--- src/rtl/spi_reg_pkg.sv ---
package spi_reg_pkg;

  localparam int BYTE_W = 8;

  typedef enum logic [BYTE_W-1:0] {
    OP_RD  = 8'h20,
    OP_WR  = 8'h22,
    OP_SET = 8'h24,
    OP_CLR = 8'h26
  } spiOp_e;

  typedef enum logic [1:0] {
    PH_OPC,
    PH_ADR,
    PH_DAT,
    PH_SKIP
  } phase_e;

  // control -> datapath strobes
  typedef struct packed {
    logic captAddr;
    logic incAddr;
    logic loadTx;
    logic txFromReg;
  } dpCtl_t;

  // datapath -> control status
  typedef struct packed {
    logic              csIdle;
    logic              byteDone;
    logic [BYTE_W-1:0] rxByte;
    logic              addrIsWin;
    logic              addrIsRsv;
  } dpStat_t;

endpackage

--- src/rtl/spi_reg_dpath.sv ---
module spi_reg_dpath
  import spi_reg_pkg::*;
#(
  parameter int                      SYNC_STAGES = 2,
  parameter int                      NUM_WIN     = 3,
  parameter logic [NUM_WIN*BYTE_W-1:0] WIN_LIST  = {8'h54, 8'h52, 8'h50},
  parameter logic [BYTE_W-1:0]       RSV_LO      = 8'h80,
  parameter logic [BYTE_W-1:0]       RSV_HI      = 8'h9F
) (
  input  logic              clk,
  input  logic              rstN,
  input  logic              spiCsN,
  input  logic              spiSclk,
  input  logic              spiMosi,
  input  dpCtl_t            ctl,
  input  logic [BYTE_W-1:0] regRdData,
  output dpStat_t           stat,
  output logic [BYTE_W-1:0] addrQ,
  output logic              spiMiso
);

  localparam int CNT_W = $clog2(BYTE_W);
  localparam logic [CNT_W-1:0] LAST_BIT = CNT_W'(BYTE_W - 1);

  logic [SYNC_STAGES-1:0] csChain, sclkChain, mosiChain;

  generate
    if (SYNC_STAGES == 1) begin : g_syncOne
      always_ff @(posedge clk or negedge rstN) begin
        if (!rstN) begin
          csChain   <= '1;
          sclkChain <= '0;
          mosiChain <= '0;
        end else begin
          csChain   <= spiCsN;
          sclkChain <= spiSclk;
          mosiChain <= spiMosi;
        end
      end
    end else begin : g_syncMulti
      always_ff @(posedge clk or negedge rstN) begin
        if (!rstN) begin
          csChain   <= '1;
          sclkChain <= '0;
          mosiChain <= '0;
        end else begin
          csChain   <= {csChain[SYNC_STAGES-2:0], spiCsN};
          sclkChain <= {sclkChain[SYNC_STAGES-2:0], spiSclk};
          mosiChain <= {mosiChain[SYNC_STAGES-2:0], spiMosi};
        end
      end
    end
  endgenerate

  logic csS, sclkS, mosiS, sclkQ;
  assign csS   = csChain[SYNC_STAGES-1];
  assign sclkS = sclkChain[SYNC_STAGES-1];
  assign mosiS = mosiChain[SYNC_STAGES-1];

  logic sclkRise, sclkFall;
  assign sclkRise = sclkS & ~sclkQ & ~csS;
  assign sclkFall = ~sclkS & sclkQ & ~csS;

  logic [CNT_W-1:0]  bitCnt;
  logic [BYTE_W-1:0] rxSh, txSh;
  logic              byteDone, skipFall;

  always_ff @(posedge clk or negedge rstN) begin
    if (!rstN) begin
      sclkQ    <= 1'b0;
      bitCnt   <= '0;
      rxSh     <= '0;
      txSh     <= '0;
      byteDone <= 1'b0;
      skipFall <= 1'b0;
    end else begin
      sclkQ <= sclkS;
      if (csS) begin
        bitCnt   <= '0;
        txSh     <= '0;
        byteDone <= 1'b0;
        skipFall <= 1'b0;
      end else begin
        byteDone <= sclkRise && (bitCnt == LAST_BIT);
        if (sclkRise) begin
          rxSh   <= {rxSh[BYTE_W-2:0], mosiS};
          bitCnt <= bitCnt + 1'b1;
        end
        if (ctl.loadTx) begin
          txSh     <= ctl.txFromReg ? regRdData : '0;
          skipFall <= 1'b1;
        end else if (sclkFall) begin
          if (skipFall) skipFall <= 1'b0;
          else          txSh     <= {txSh[BYTE_W-2:0], 1'b0};
        end
      end
    end
  end

  always_ff @(posedge clk or negedge rstN) begin
    if (!rstN)             addrQ <= '0;
    else if (ctl.captAddr) addrQ <= rxSh;
    else if (ctl.incAddr)  addrQ <= addrQ + 1'b1;
  end

  logic [NUM_WIN-1:0] winHit;
  generate
    for (genvar w = 0; w < NUM_WIN; w++) begin : g_win
      assign winHit[w] = (addrQ == WIN_LIST[w*BYTE_W +: BYTE_W]);
    end
  endgenerate

  assign stat.csIdle    = csS;
  assign stat.byteDone  = byteDone;
  assign stat.rxByte    = rxSh;
  assign stat.addrIsWin = |winHit;
  assign stat.addrIsRsv = (addrQ >= RSV_LO) && (addrQ <= RSV_HI);

  assign spiMiso = txSh[BYTE_W-1];


  miso_idle_chk: assert property (@(posedge clk) disable iff (!rstN)
    (csS && $past(csS)) |-> !spiMiso);


  miso_hold_chk: assert property (@(posedge clk) disable iff (!rstN)
    (!$past(csS) && !$past(sclkFall) && !$past(ctl.loadTx) && !csS) |-> $stable(spiMiso));

endmodule

--- src/rtl/spi_reg_ctrl.sv ---
module spi_reg_ctrl
  import spi_reg_pkg::*;
(
  input  logic    clk,
  input  logic    rstN,
  input  dpStat_t stat,
  output dpCtl_t  ctl,
  output logic    regWrEn,
  output logic    regSetEn,
  output logic    regClrEn
);

  phase_e phase;
  spiOp_e opQ;
  logic   loadPend;

  function automatic logic knownOp(input logic [BYTE_W-1:0] b);
    return (b == OP_RD) || (b == OP_WR) || (b == OP_SET) || (b == OP_CLR);
  endfunction

  logic dataDone;
  assign dataDone = !stat.csIdle && stat.byteDone && (phase == PH_DAT);

  always_ff @(posedge clk or negedge rstN) begin
    if (!rstN) begin
      phase    <= PH_OPC;
      opQ      <= OP_RD;
      loadPend <= 1'b0;
    end else if (stat.csIdle) begin
      phase    <= PH_OPC;
      loadPend <= 1'b0;
    end else begin
      loadPend <= stat.byteDone && ((phase == PH_ADR) || (phase == PH_DAT));
      if (stat.byteDone) begin
        unique case (phase)
          PH_OPC: begin
            if (knownOp(stat.rxByte)) begin
              opQ   <= spiOp_e'(stat.rxByte);
              phase <= PH_ADR;
            end else begin
              phase <= PH_SKIP;
            end
          end
          PH_ADR:  phase <= PH_DAT;
          PH_DAT:  phase <= PH_DAT;
          PH_SKIP: phase <= PH_SKIP;
        endcase
      end
    end
  end

  always_comb begin
    ctl          = '0;
    regWrEn      = 1'b0;
    regSetEn     = 1'b0;
    regClrEn     = 1'b0;
    ctl.captAddr = !stat.csIdle && stat.byteDone && (phase == PH_ADR);
    ctl.incAddr  = dataDone;
    ctl.loadTx   = loadPend;
    ctl.txFromReg = (opQ == OP_RD) && !stat.addrIsWin;
    if (dataDone && !stat.addrIsWin) begin
      unique case (opQ)
        OP_WR:   regWrEn  = 1'b1;
        OP_SET:  regSetEn = !stat.addrIsRsv;
        OP_CLR:  regClrEn = !stat.addrIsRsv;
        default: ;
      endcase
    end
  end

  logic anyStrobe;
  assign anyStrobe = regWrEn | regSetEn | regClrEn;


  skip_inert_chk: assert property (@(posedge clk) disable iff (!rstN)
    (phase == PH_SKIP) |-> (!anyStrobe && !ctl.loadTx));


  strobe_pulse_chk: assert property (@(posedge clk) disable iff (!rstN)
    anyStrobe |=> !anyStrobe);


  strobe_excl_chk: assert property (@(posedge clk) disable iff (!rstN)
    $onehot0({regWrEn, regSetEn, regClrEn}));


  strobe_cs_chk: assert property (@(posedge clk) disable iff (!rstN)
    anyStrobe |-> !stat.csIdle);

endmodule

--- src/rtl/spi_reg_port.sv ---
module spi_reg_port
  import spi_reg_pkg::*;
#(
  parameter int                        SYNC_STAGES = 2,
  parameter int                        NUM_WIN     = 3,
  parameter logic [NUM_WIN*BYTE_W-1:0] WIN_LIST    = {8'h54, 8'h52, 8'h50},
  parameter logic [BYTE_W-1:0]         RSV_LO      = 8'h80,
  parameter logic [BYTE_W-1:0]         RSV_HI      = 8'h9F
) (
  input  logic              clk,
  input  logic              rstN,
  input  logic              spiCsN,
  input  logic              spiSclk,
  input  logic              spiMosi,
  output logic              spiMiso,
  output logic [BYTE_W-1:0] regAddr,
  output logic [BYTE_W-1:0] regWrData,
  output logic              regWrEn,
  output logic              regSetEn,
  output logic              regClrEn,
  input  logic [BYTE_W-1:0] regRdData
);

  dpCtl_t  ctl;
  dpStat_t stat;

  spi_reg_dpath #(
    .SYNC_STAGES(SYNC_STAGES),
    .NUM_WIN    (NUM_WIN),
    .WIN_LIST   (WIN_LIST),
    .RSV_LO     (RSV_LO),
    .RSV_HI     (RSV_HI)
  ) uDpath (
    .clk      (clk),
    .rstN     (rstN),
    .spiCsN   (spiCsN),
    .spiSclk  (spiSclk),
    .spiMosi  (spiMosi),
    .ctl      (ctl),
    .regRdData(regRdData),
    .stat     (stat),
    .addrQ    (regAddr),
    .spiMiso  (spiMiso)
  );

  spi_reg_ctrl uCtrl (
    .clk     (clk),
    .rstN    (rstN),
    .stat    (stat),
    .ctl     (ctl),
    .regWrEn (regWrEn),
    .regSetEn(regSetEn),
    .regClrEn(regClrEn)
  );

  assign regWrData = stat.rxByte;

  // independent window check on the port address
  logic winChk;
  always_comb begin
    winChk = 1'b0;
    for (int w = 0; w < NUM_WIN; w++)
      if (regAddr == WIN_LIST[w*BYTE_W +: BYTE_W]) winChk = 1'b1;
  end


  win_untouched_chk: assert property (@(posedge clk) disable iff (!rstN)
    (regWrEn || regSetEn || regClrEn) |-> !winChk);


  rsv_noset_chk: assert property (@(posedge clk) disable iff (!rstN)
    (regSetEn || regClrEn) |-> !((regAddr >= RSV_LO) && (regAddr <= RSV_HI)));


  addr_step_chk: assert property (@(posedge clk) disable iff (!rstN)
    (regWrEn || regSetEn || regClrEn) |=> (regAddr == $past(regAddr) + 8'd1));

endmodule

--- config.mk ---
export PLATFORM = sky130hd
export DESIGN_NAME = spi_reg_port
export DESIGN_NICKNAME = d
export VERILOG_FILES = /design/src/rtl/spi_reg_pkg.sv /design/src/rtl/spi_reg_dpath.sv /design/src/rtl/spi_reg_ctrl.sv /design/src/rtl/spi_reg_port.sv
export SDC_FILE = /design/constraint.sdc
export NUM_CORES = 1
export LEC_CHECK = 0
export BUFFER_PORTS_ARGS = -buffer_cell sky130_fd_sc_hd__buf_2
export CAP_MARGIN = 10
export CORE_ASPECT_RATIO = 2
export CORE_UTILIZATION = 50
export CTS_BUF_LIST = sky130_fd_sc_hd__clkbuf_4 sky130_fd_sc_hd__clkbuf_8 sky130_fd_sc_hd__clkbuf_16
export CTS_CLUSTER_DIAMETER = 60
export DETAILED_ROUTE_END_ITERATION = 6
export PLACE_DENSITY = 0.74
export SYNTH_ARGS = -nofsm -noshare
export SYNTH_HDL_FRONTEND = slang
export SYNTH_SLANG_ARGS = --single-unit
--- constraint.sdc ---
create_clock -name clk -period 1.9 [get_ports clk]
set_input_delay 0.285 -clock clk [delete_from_list [all_inputs] [get_ports clk]]
set_output_delay 0.285 -clock clk [all_outputs]
set_load 0.01 [all_outputs]
* After elaboration in Yosys (flattened, before gate mapping)
Index checks and enable logic that the tools add are counted.
W data, S select, Z words.
** Operators by class
- Eq/ne operators :: 16
- Bitwise gates (word level) :: 7
- Reduce and logical (&&, ||, !) cells :: 25
- Muxes and demuxes :: 24
- $lt $le $gt $ge :: 2
- Add/subtract/negate cells :: 2
** Operator list (number)
- $eq A8 B6 Y1 const B :: 8
- $mux W8 :: 7
- $eq A8 B7 Y1 const B :: 3
- $mux W1 :: 11
- $add A8 B1 Y8 const B :: 1
- $ge A8 B8 Y1 const B :: 1
- $le A8 B8 Y1 const B :: 1
- $logic_and A1 B1 Y1 :: 8
- $mux W2 :: 3
- $mux W3 :: 2
- $pmux W2 S3 :: 1
- $reduce_bool A2 Y1 :: 3
- $and A1 B1 Y1 :: 4
- $eq A2 B2 Y1 const B :: 2
- $logic_or A1 B1 Y1 :: 4
- $reduce_and A2 Y1 :: 2
- $reduce_and A4 Y1 :: 1
- $add A3 B1 Y3 const B :: 1
- $eq A3 B3 Y1 const B :: 1
- $logic_not A1 Y1 :: 3
- $ne A3 B1 Y1 const B :: 1
- $not A1 Y1 :: 3
- $reduce_bool A3 Y1 :: 1
- $reduce_or A3 Y1 :: 1
- 3 further kinds :: 3
** Word-level totals
- Logic and storage cells :: 89
- Input port bits :: 13
- Output and inout bits :: 20
- Flip-flop bits (word level) :: 47

* Longest topological paths before layout
Gate-level depths: netlist of the first run.
- Depth in word-level cells :: 8
- Gate-level depth with buffers :: 7
- Mapped depth without buffers :: 6

* Hierarchy
A second synthesis of the first run with hierarchy kept.
** Unflattened totals
- Cells, all modules :: 184
- Area, all modules :: 2185.8 µm²
** By module, submodules not included
- spi_reg_dpath :: sequential area each 903.4 µm², area each 1629.1 µm², instances 1, cells an instance 135
- spi_reg_ctrl :: sequential area each 276.5 µm², area each 556.8 µm², instances 1, cells an instance 49

* Worst setup path after synthesis of the first run
OpenSTA, ideal clock, no wires.
- Path type :: register -> register
- Start point :: register uCtrl.opQ[5]
- End point :: register uDpath.txSh[0]
- Stages on the path, launching flop included :: 5
- Path slack :: -76 ps
- Buffers on the path :: 0
- Library setup time :: 65 ps
- Required time :: 1835 ps
- Arrival :: 1911 ps
- Period minus slack after synthesis :: 1976 ps
- Path through :: dfstp_2 -> or4b_4 -> or4_4 -> nor4_4 -> a21o_1
** Between the ends
- Word-level cells in the longest chain between the ends :: 5
** RTL lines
- start, declared :: line spi_reg_ctrl.sv:14 : spiOp_e opQ;
- start signal, assigned :: line spi_reg_ctrl.sv:38 : opQ <= spiOp_e'(stat.rxByte);
- $eq A8 B6 Y1 :: line spi_reg_ctrl.sv:60 : ctl.txFromReg = (opQ == OP_RD) && !stat.addrIsWin;
- $logic_and A1 B1 Y1 :: line spi_reg_ctrl.sv:60
- $mux W8 :: line spi_reg_dpath.sv:90 : txSh <= ctl.txFromReg ? regRdData : '0;
- $mux W8 :: line spi_reg_dpath.sv:89 : if (ctl.loadTx) begin
- $mux W8 :: line spi_reg_dpath.sv:78 : if (csS) begin
- end signal, assigned :: line spi_reg_dpath.sv:90
- end signal, assigned :: line spi_reg_dpath.sv:94 : else txSh <= {txSh[BYTE_W-2:0], 1'b0};
- end, declared :: line spi_reg_dpath.sv:65 : logic [BYTE_W-1:0] rxSh, txSh;
Every way passes these cells.
A chain may end at the register's enable or synchronous reset.

* Worst setup path in the final report of the first run
- Start point :: register uCtrl.opQ[5]
- End point :: output port regSetEn
** Between the ends
- Word-level cells in the longest chain between the ends :: 3
** RTL lines
- $eq A8 B6 Y1 :: line spi_reg_ctrl.sv:62 : unique case (opQ)
- $mux W1 :: line spi_reg_ctrl.sv:62
- $mux W1 :: line spi_reg_ctrl.sv:61 : if (dataDone && !stat.addrIsWin) begin
- end, declared :: line spi_reg_port.sv:19 : output logic regSetEn,
Every way passes these cells.

==> results of run 1 <==
## synth_stat cells (6+ instances only)
cell type	instances	share of area [%]
a21oi_1	11	2.5
and2_1	6	1.7
buf_4	8	2.7
dfrtp_1	44	50
ha_1	9	5.1
inv_1	7	1.2
mux2_2	9	4.6
mux2i_1	9	4.1
nand2_1	6	1.0
nor2_1	13	2.2
o21ai_0	10	2.3
o2bb2ai_1	7	2.8
## cells by family (layout without fill, tap and decap cells)
| kind of cell | after synthesis | in the layout | synth area share [%] |
|---|---|---|---|
| adder cells (fa/ha/maj) | 9 | 9 | 5.09 |
| AO/OA/AOI/OAI | 40 | 40 | 11.9 |
| flip-flops | 47 | 47 | 53.3 |
| multiplexers | 18 | 18 | 8.65 |
| buffers and inverters | 22 | 69 | 5.71 |
| XOR/XNOR | 1 | 1 | 0.396 |
| AND/OR/NAND/NOR | 55 | 55 | 14.9 |
## worst paths after layout
| kind | from | slack, ns | endpoint | depth (start not counted) |
|---|---|---|---|---|
| min in group asynchronous | rstN | 0.42 | uDpath.skipFall$_DFFE_PN0P_ | 2 |
| max reg2reg | uCtrl.opQ[5]$_DFFE_PN1P_ | -0.18 | uDpath.txSh[2]$_DFFE_PN0P_ | 6 |
| min | spiCsN | 0.08 | uDpath.csChain[0]$_DFF_PN1_ | 1 |
| max in group asynchronous | rstN | 0.93 | uDpath.addrQ[5]$_DFFE_PN0P_ | 3 |
| min reg2reg | uDpath.mosiChain[0]$_DFF_PN0_ | 0.36 | uDpath.mosiChain[1]$_DFF_PN0_ | 0 |
| max | uCtrl.opQ[5]$_DFFE_PN1P_ | -0.33 | regSetEn | 4 |
## area by class of cell
class	count	area, sq um
timing repair buffer	53	324
clock buffer	5	68.8
multi-input combinational	123	956
clock inverter	3	20.0
fill	351	1530
sequential	47	1180
inverter	8	30.0
tap	52	65.1
## layer usage
layer | routed length, microns | share of wire, %
met1 | 1730 | 40
met5 | 0 | 0
met4 | 80 | 1.9
met2 | 2350 | 55
met3 | 137 | 3.2
## where the power goes
group          switching, uW  internal [uW]  leakage, uW
combinational            150            150     0.000586
clock                    327            256    0.0000402
sequential              68.3           1080     0.000622
## registers in the layout, indices dropped and copies added, names as in the netlist, 2 cells and up
name              cells
uDpath.rxSh           8
uDpath.sclkChain      2
uDpath.mosiChain      2
uDpath.csChain        2
uDpath.txSh           8
uCtrl.opQ             8
uDpath.bitCnt         3
uCtrl.phase           2
uDpath.addrQ          8
## repair_timing
action                                  in CTS  in global routing
resized for setup                            9                  4
endpoints found under the hold margin       13                  0
endpoints found under the setup margin      12                 14
pin swaps                                    4                  3
setup buffers                                2                  1
hold buffers                                 1                  0
## critical path: stages, from the launching register on
cell and delay [ns]:
dfstp_2 0.53, or4b_4 0.45, or4_4 0.44, nor2_2 0.10
buf_2 0.13
## per-stage QoR
step,setup WS [ns],cell area [sq um],total power [uW]
2_1_floorplan,0.000336,2210,1370
3_3_place_gp,-0.0140,2470,1460
3_5_place_dp,-0.0445,2470,1470
4_1_cts,-0.333,2620,2060
5_1_grt,-0.386,2640,2130
6_report,-0.328,2640,2030
==> qor.txt, run 1 <==
Status - finished with violations
Failing checks - negative setup slack
Wire length of the first global-routing pass - 7300 microns
Die Area - 0.00471 sq mm
Avg Cell Area, Syn - 11.5 sq um
Util after Layout - 63.4%
Max Cap Viol - 0
Synth Register Bits - 47
Vias in the first global route - 1,587
Commonest non-fill, non-tap cells in the layout - 44 x dfrtp_1, 32 x buf_2, 19 x buf_4, 11 x nor2_1, 11 x a21oi_1
Final setup vio count - 11
Synthesis-to-layout area growth - 19.5%
I/O pin cnt - 33
Leak pwr - 0.00125 uW
Pwr Density - 767 mW/mm^2
Worst relative slew slack - 75.5%
Layout cells sized above 1 - 37.7%
YS warnings - 0
Total core area - 0.00417 sq mm
Syn Nets - 214
DR WL/cell - 14.8 microns
CTS Buffer Depth - 2
Required time of the critical path - 1.62 ns
Met3 Use GR - 3.63%
Unrepaired setup endpoints after global routing - yes
I/O Buffers - 32
Top FF cell, synth - dfrtp_1
Final worst slack - -0.328 ns
Slew @ Worst Pin - 0.367 ns
H-Tree Depth - 2
Num CTS Buffers - 5
Worst Path Arrival - 1.94 ns
Post-Syn Area - 0.00221 sq mm
Synth unique cells - 44
Min Tclk post-route - 2.23 ns
CTS clock-pin slew for the worst setup and hold paths - 0.09 ns
Most common cell after layout, fill and taps aside - dfrtp_1
Largest net degree at the start of global routing - 19
Starting Density - 53.0%
Total congestion overflow - 0
Die H - 96.1 microns
HPWL Detailed - 3290 microns
Final Slew Violations - 0
Row cnt - 33
Critical path class - register to output port
Die X - 49.0 microns
Initial DRC Count - 22
DRT antenna net count - 0
Antenna cells - 0
Final period util - 117%
DRC violations left - 0
Global placement routability congestion - 0.795
GR Layer Usage met1 - 22.3%
Layout Cells excl Fill - 291
Fin Setup TNS - -2.12 ns
Ys async rst share - 100%
Sequential cell area fraction in the yosys report - 53.3%
Syn Inst Count - 192
CTS root buf - clkbuf_8
Post-synth EDFFs - 0
CTS tree - built
GRT Resource Usage Total - 20.4%
Clock Sink Count - 47
Clock Skew - 0.00825 ns
CP Launch Type - register
Crit path max fanout - 2
Initial antenna violation count - 0
Dpl cells - 279
Vias per cell - 5.41
Final Hold Viols - 0
Worst-Skew Late Latency - 0.30 ns
GRT Max-Usage Layer - met2
Via count - 1,575
Hold Path Class - input pin to register
First-pass DRT Iterations - 4
Hold WS - 0.0834 ns
CP Capture Type - output port
Drt total wl - 4300 microns
Maximum vdd drop - 0.686 mV
Routing usage on met2 - 38.4%
Nets@finish - 260
Achievable Freq - 449 MHz
Power figures use the tool's default switching activity.
==> run 2, diff against run 1 <==
--- a/config.mk
+++ b/config.mk
@@ -12,6 +12,8 @@
 export CTS_BUF_LIST = sky130_fd_sc_hd__clkbuf_4 sky130_fd_sc_hd__clkbuf_8 sky130_fd_sc_hd__clkbuf_16
 export CTS_CLUSTER_DIAMETER = 60
 export DETAILED_ROUTE_END_ITERATION = 6
+export GPL_TIMING_DRIVEN = 0
+export MAX_ROUTING_LAYER = met4
 export PLACE_DENSITY = 0.74
 export SYNTH_ARGS = -nofsm -noshare
 export SYNTH_HDL_FRONTEND = slang
==> run 2 against run 1 <==
  * The flow still finishes with violations (negative setup slack)
  * Clock-buffer cell count increased by 1
  * Non-clock buffer count grew 3
  * Setup slack worse by 0.013 ns
  * Maximum frequency decreased by 0.60%
  * Critical path depth unchanged
  * Routed wire length grew 4.5%
  * Register-to-register slack worse by 0.10 ns
  * Design area up 2.6%
  * Combinational power grew 10%
  * Critical path type unchanged
  * Largest power group unchanged
  * Highest routed layer unchanged
==> qor.txt, run 2 (synthesis gave the netlist of run 1 again) <==
Status - finished with violations
Failing checks - negative setup slack
Largest net degree at the start of global routing - 48
DRT antenna net count - 0
I/O pin cnt - 33
Slowest-stage cell, CP - dfstp_2
Power share of the clock group - 32.3%
Synthesis-to-layout area growth - 22.6%
Switch Pwr - 547 uW
Hold Path Class - input pin to register
Max stage delay on crit path - 0.52 ns
Global placement routability congestion - 0.840
Nets@finish - 263
CTS clock-pin slew for the worst setup and hold paths - 0.08 ns
Pre-CTS setup slack - -0.174 ns
Slew @ Worst Pin - 0.999 ns
Final Hold Viols - 0
Crit-path cells - or4b_4, or4_4, nor2_2, buf_2
Clock Sink Count - 47
Final worst slack - -0.341 ns
Die Area - 0.00471 sq mm
Comb pwr share - 14.9%
Post-route cell area - 0.00271 sq mm
Num CTS Buffers - 5
Worst relative slew slack - 33.4%
Min Tclk post-route - 2.24 ns
Buf/Inv on CP - 1
Drt total wl - 4500 microns
Vias per cell - 5.49
Initial DRC Count - 37
Unrepaired setup endpoints after global routing - yes
Sequential power share - 52.8%
Antenna cells - 0
CTS Buffer Depth - 2
CP Capture Type - output port
CP Launch Type - register
HPWL Detailed - 3090 microns
Critical path class - register to output port
Largest delay share family, worst path - simple AND/OR/NAND/NOR gates
Required time of the critical path - 1.62 ns
Vias in the first global route - 1,619
Internal - 1670 uW
Max Cap Viol - 0
Area occupied by multi-input gates - 987 sq um
I/O Buffers - 32
Final Slew Violations - 0
Dpl cells - 276
Worst-Skew Late Latency - 0.30 ns
First-pass DRT Iterations - 4
DRC violations left - 0
CTS tree - built
Switching Share - 24.7%
Die H - 96.1 microns
CTS root buf - clkbuf_8
Leak pwr - 0.00126 uW
Crit path max fanout - 2
Total congestion overflow - 0
Util after Layout - 65.0%
FF/Latch Area - 0.00118 sq mm
Worst Path Arrival - 1.96 ns
GRT Resource Usage Total - 20.9%
Commonest non-fill, non-tap cells in the layout - 43 x dfrtp_1, 32 x buf_2, 16 x buf_4, 11 x nor2_1, 11 x a21oi_1
Total core area - 0.00417 sq mm
Dpl cell area - 0.00244 sq mm
Final setup vio count - 11
Die X - 49.0 microns
Wire length of the first global-routing pass - 7120 microns
Clock Skew - 0.00879 ns
Achievable Freq - 446 MHz
Pwr Density - 816 mW/mm^2
Final period util - 118%
Via count - 1,610
Row cnt - 33
Fill cell count - 362
H-Tree Depth - 2
Maximum vdd drop - 0.693 mV
DR WL/cell - 15.3 microns
Layout cells sized above 1 - 40.2%
Fin Setup TNS - -3.04 ns
Most common cell after layout, fill and taps aside - dfrtp_1
Starting Density - 53.0%
Initial antenna violation count - 0
Layout Cells excl Fill - 293
-- run 2: cell count changes in the layout (fill, tap and decap cells not counted), moves of 2 or more --
cell | previous run | this run
buf_4 | 19 | 16
buf_6 | 1 | 3
clkbuf_1 | 0 | 2
clkbuf_2 | 0 | 2
clkinvlp_4 | 2 | 0
nor3_1 | 3 | 1
nor3_2 | 0 | 2
-- run 2: final timing paths --
kind	endpoint	cells after the start	startpoint	slack [ns]
min reg2reg	uDpath.sclkChain[1]$_DFF_PN0_	0	uDpath.sclkChain[0]$_DFF_PN0_	0.35
max reg2reg	uDpath.txSh[4]$_DFFE_PN0P_	7	uCtrl.opQ[5]$_DFFE_PN1P_	-0.28
min	uDpath.csChain[0]$_DFF_PN1_	1	spiCsN	0.07
max in group asynchronous	uDpath.addrQ[1]$_DFFE_PN0P_	1	rstN	1.06
max	regSetEn	4	uCtrl.opQ[5]$_DFFE_PN1P_	-0.34
min in group asynchronous	uDpath.txSh[7]$_DFFE_PN0P_	1	rstN	0.14
-- run 2: power groups by stage --
stage	registers (uW)	logic (uW)	clock network [uW]
global route	1180	359	777
global placement	1190	322	0
floorplan	1150	223	0
finish	1170	331	715
CTS	1170	334	729
detailed placement	1190	330	0
-- run 2: final cells by class --
class                      instances  share of cell area (%)
buffer                            14                    3.64
tap                               52                    2.40
clock inverter                     1                    1.11
multi-input combinational        123                    36.4
timing repair buffer              42                    8.95
clock buffer                       6                    2.81
sequential                        47                    43.5
inverter                           8                    1.15
-- run 2: metrics by stage --
step           hold slack [ns]  power, uW
3_5_place_dp             0.336       1520
4_1_cts                 0.0647       2230
6_report                0.0729       2210
3_3_place_gp             0.334       1510
5_1_grt                 0.0712       2320
2_1_floorplan          -0.0106       1370
-- run 2: layer usage --
metal / up-vias / track usage [%] / share of wire, %
met5: - / - / 0
met4: 0 / 11.8 / 2.6
met3: 11 / 4.27 / 4.0
met2: 48 / 37.2 / 54
li1: 776 / - / -
met1: 775 / 21.0 / 39
-- run 2: repair_timing --
action | 4_1_cts | 5_1_grt
gates resized for setup | 8 | 17
endpoints found under the setup margin | 15 | 23
hold buffers | 0 | 0
setup buffers | 4 | 6
pin swaps | 4 | 7
==> run 3, diff against run 2 <==
--- a/config.mk
+++ b/config.mk
@@ -17,4 +17,5 @@
 export PLACE_DENSITY = 0.74
 export SYNTH_ARGS = -nofsm -noshare
 export SYNTH_HDL_FRONTEND = slang
+export SYNTH_HIERARCHICAL = 1
 export SYNTH_SLANG_ARGS = --single-unit
==> run 3 against run 2 <==
  * The run still ends with negative setup slack left
  * Setup slack got worse by 0.44 ns
  * Via count shrank 5.4%
  * First-iteration DRC count down 32%
  * Clock power fell by 17%
  * Clock skew is 0.0035 ns lower
  * Largest power group unchanged
==> qor.txt, run 3 <==
Status - finished with violations
Failing checks - negative setup slack
Final setup vio count - 11
Most common cell after layout, fill and taps aside - dfrtp_1
Top FF cell, synth - dfrtp_1
CTS root buf - clkbuf_8
Syn Inst Count - 184
Commonest non-fill, non-tap cells in the layout - 42 x dfrtp_1, 32 x buf_2, 18 x mux2_2, 14 x nand2_1, 12 x buf_4
Total congestion overflow - 0
Final Slew Violations - 0
Largest net degree at the start of global routing - 48
Via count - 1,523
Leak pwr - 0.00129 uW
Hold Path Class - input pin to register
CP Capture Type - output port
CTS Buffer Depth - 2
GRT Resource Usage Total - 20.1%
Required time of the critical path - 1.62 ns
DR WL/cell - 14.8 microns
Clock Skew - 0.00525 ns
Yosys top cell by area - dfrtp_1
Initial DRC Count - 25
Crit path max fanout - 3
Post-synth EDFFs - 0
Ys async rst share - 100%
YS warnings - 6
Hold path startpoint - spiCsN
CP Launch Type - register
Syn Nets - 206
Achievable Freq - 373 MHz
Die H - 95.5 microns
Min Tclk post-route - 2.68 ns
Avg Cell Area, Syn - 11.9 sq um
CTS clock-pin slew for the worst setup and hold paths - 0.08 ns
Hold WS - 0.0857 ns
Antenna cells - 0
Area fraction of the dominant cell type after synthesis - 50.4%
Final period util - 141%
Worst-Skew Late Latency - 0.29 ns
Slew @ Worst Pin - 0.987 ns
Vias in the first global route - 1,472
HPWL Detailed - 2870 microns
Util after Layout - 63.1%
Clock Sink Count - 47
Total core area - 0.00413 sq mm
Synth top cells by count - 44 x dfrtp_1, 18 x mux2_2, 14 x nand2_1
Worst Path Arrival - 2.40 ns
Worst relative slew slack - 34.2%
Sequential cell area fraction in the yosys report - 54.0%
I/O Buffers - 32
Maximum vdd drop - 0.752 mV
Final Hold Viols - 0
CTS tree - built
Critical R2R Launch - uDpath/addrQ[1]$_DFFE_PN0P_
Post-route cell area - 0.00261 sq mm
Row cnt - 33
Global placement routability congestion - 0.782
Layout cells sized above 1 - 40.3%
Unrepaired setup endpoints after global routing - yes
DRT antenna net count - 0
Area contributors post-synth - dfrtp_1 50%, mux2_2 9.3%, ha_1 5.2%
Post-Syn Area - 0.00219 sq mm
Critical path class - register to output port
Dpl cell area - 0.00242 sq mm
Total power - 2040 uW
Worst setup startpoint - uDpath/addrQ[1]$_DFFE_PN0P_
Die X - 48.8 microns
Hold-fix buffers, CTS - 0
Starting Density - 52.9%
Pwr Density - 781 mW/mm^2
DRC violations left - 0
Synth unique cells - 34
I/O pin cnt - 33
Die Area - 0.00466 sq mm
Final worst slack - -0.784 ns
Max Cap Viol - 0
First-pass DRT Iterations - 4
Most common cell in the synthesized netlist - dfrtp_1
Initial antenna violation count - 0
Nets@finish - 252
Drt total wl - 4200 microns
H-Tree Depth - 2
Synth Register Bits - 47
Synthesis-to-layout area growth - 19.2%
Num CTS Buffers - 5
Vias per cell - 5.38
Wire length of the first global-routing pass - 6910 microns
==> run 3: changes by cell type in the layout (fill, tap and decap cells not counted), moves of 4 or more <==
cell | previous run | this run
a21oi_1 | 11 | 1
mux2_2 | 9 | 18
nand2_1 | 6 | 14
a22o_1 | 0 | 7
mux2i_1 | 9 | 3
o2bb2ai_1 | 5 | 0
buf_4 | 16 | 12
==> run 3: metrics by stage <==
stage | TNS (ns) | setup WS [ns] | cells
6_report | -7.53 | -0.784 | 283
2_1_floorplan | -5.38 | -0.570 | 184
4_1_cts | -7.38 | -0.776 | 278
3_5_place_dp | -7.36 | -0.770 | 268
5_1_grt | -8.28 | -0.837 | 283
3_3_place_gp | -7.31 | -0.773 | 268
==> run 3: kinds of logic (layout without fill, tap and decap cells) <==
group / count (synthesis) / in the layout / share of synthesized area (%)
mux: 21 / 21 / 10.6
compound gates: 19 / 19 / 5.78
fa+ha+maj: 9 / 9 / 5.15
xor+xnor: 5 / 5 / 2.00
buf+inv: 16 / 63 / 4.35
flops: 47 / 47 / 54.0
simple gates: 67 / 67 / 18.1
==> run 3: report_power, final <==
part	internal [uW]	switching (uW)	leakage (uW)	total (uW)
sequential	1080	104	0.000619	1180
clock	287	310	0.0000491	597
combinational	127	128	0.000618	255
total	1490	542	0.00129	2040
==> run 3: timing repair <==
action                                  CTS  global route
pin swaps                                 1             5
resized for setup                         8             4
buffers inserted                          2             5
endpoints found under the setup margin   13            19
endpoints found under the hold margin     0             0
==> run 3: final timing paths <==
check | depth (start not counted) | slack, ns | endpoint
setup / recovery | 7 | -0.78 | regClrEn
hold / removal | 1 | 0.09 | uDpath/csChain[0]$_DFF_PN1_
setup reg to reg | 10 | -0.73 | uDpath/txSh[3]$_DFFE_PN0P_
hold reg to reg | 0 | 0.35 | uDpath/sclkChain[1]$_DFF_PN0_
max in group asynchronous | 1 | 1.07 | uDpath/addrQ[0]$_DFFE_PN0P_
min in group asynchronous | 1 | 0.15 | uDpath/addrQ[2]$_DFFE_PN0P_
==> run 3: layer usage <==
layer  GRT usage, %  part of all wire [%]  up-vias
met1           22.4                    40      749
met2           35.3                    55       37
met4           9.07                   2.2        0
met5              -                     0        -
met3           2.87                   2.9        8
li1               -                     -      729
==> run 3: worst max-delay path, cell delays in order (launching register included) <==
cell,delay (ns)
dfrtp_2,0.44
ha_4,0.17
a21oi_2,0.13
nor2_1,0.07
or4b_4,0.53
or4_4,0.46
nor3_2,0.16
buf_2,0.15
==> run 3: area by class of cell <==
class                   count  area [sq um]
flip-flops and latches     47          1180
plain buffers              10          73.8
repair buffers             39           213
multi-input cells         121           961
clock buffers               7          83.8
clock inverters             1          5.00
well taps                  52          65.1
fillers                   364          1520
inverters                   6          22.5
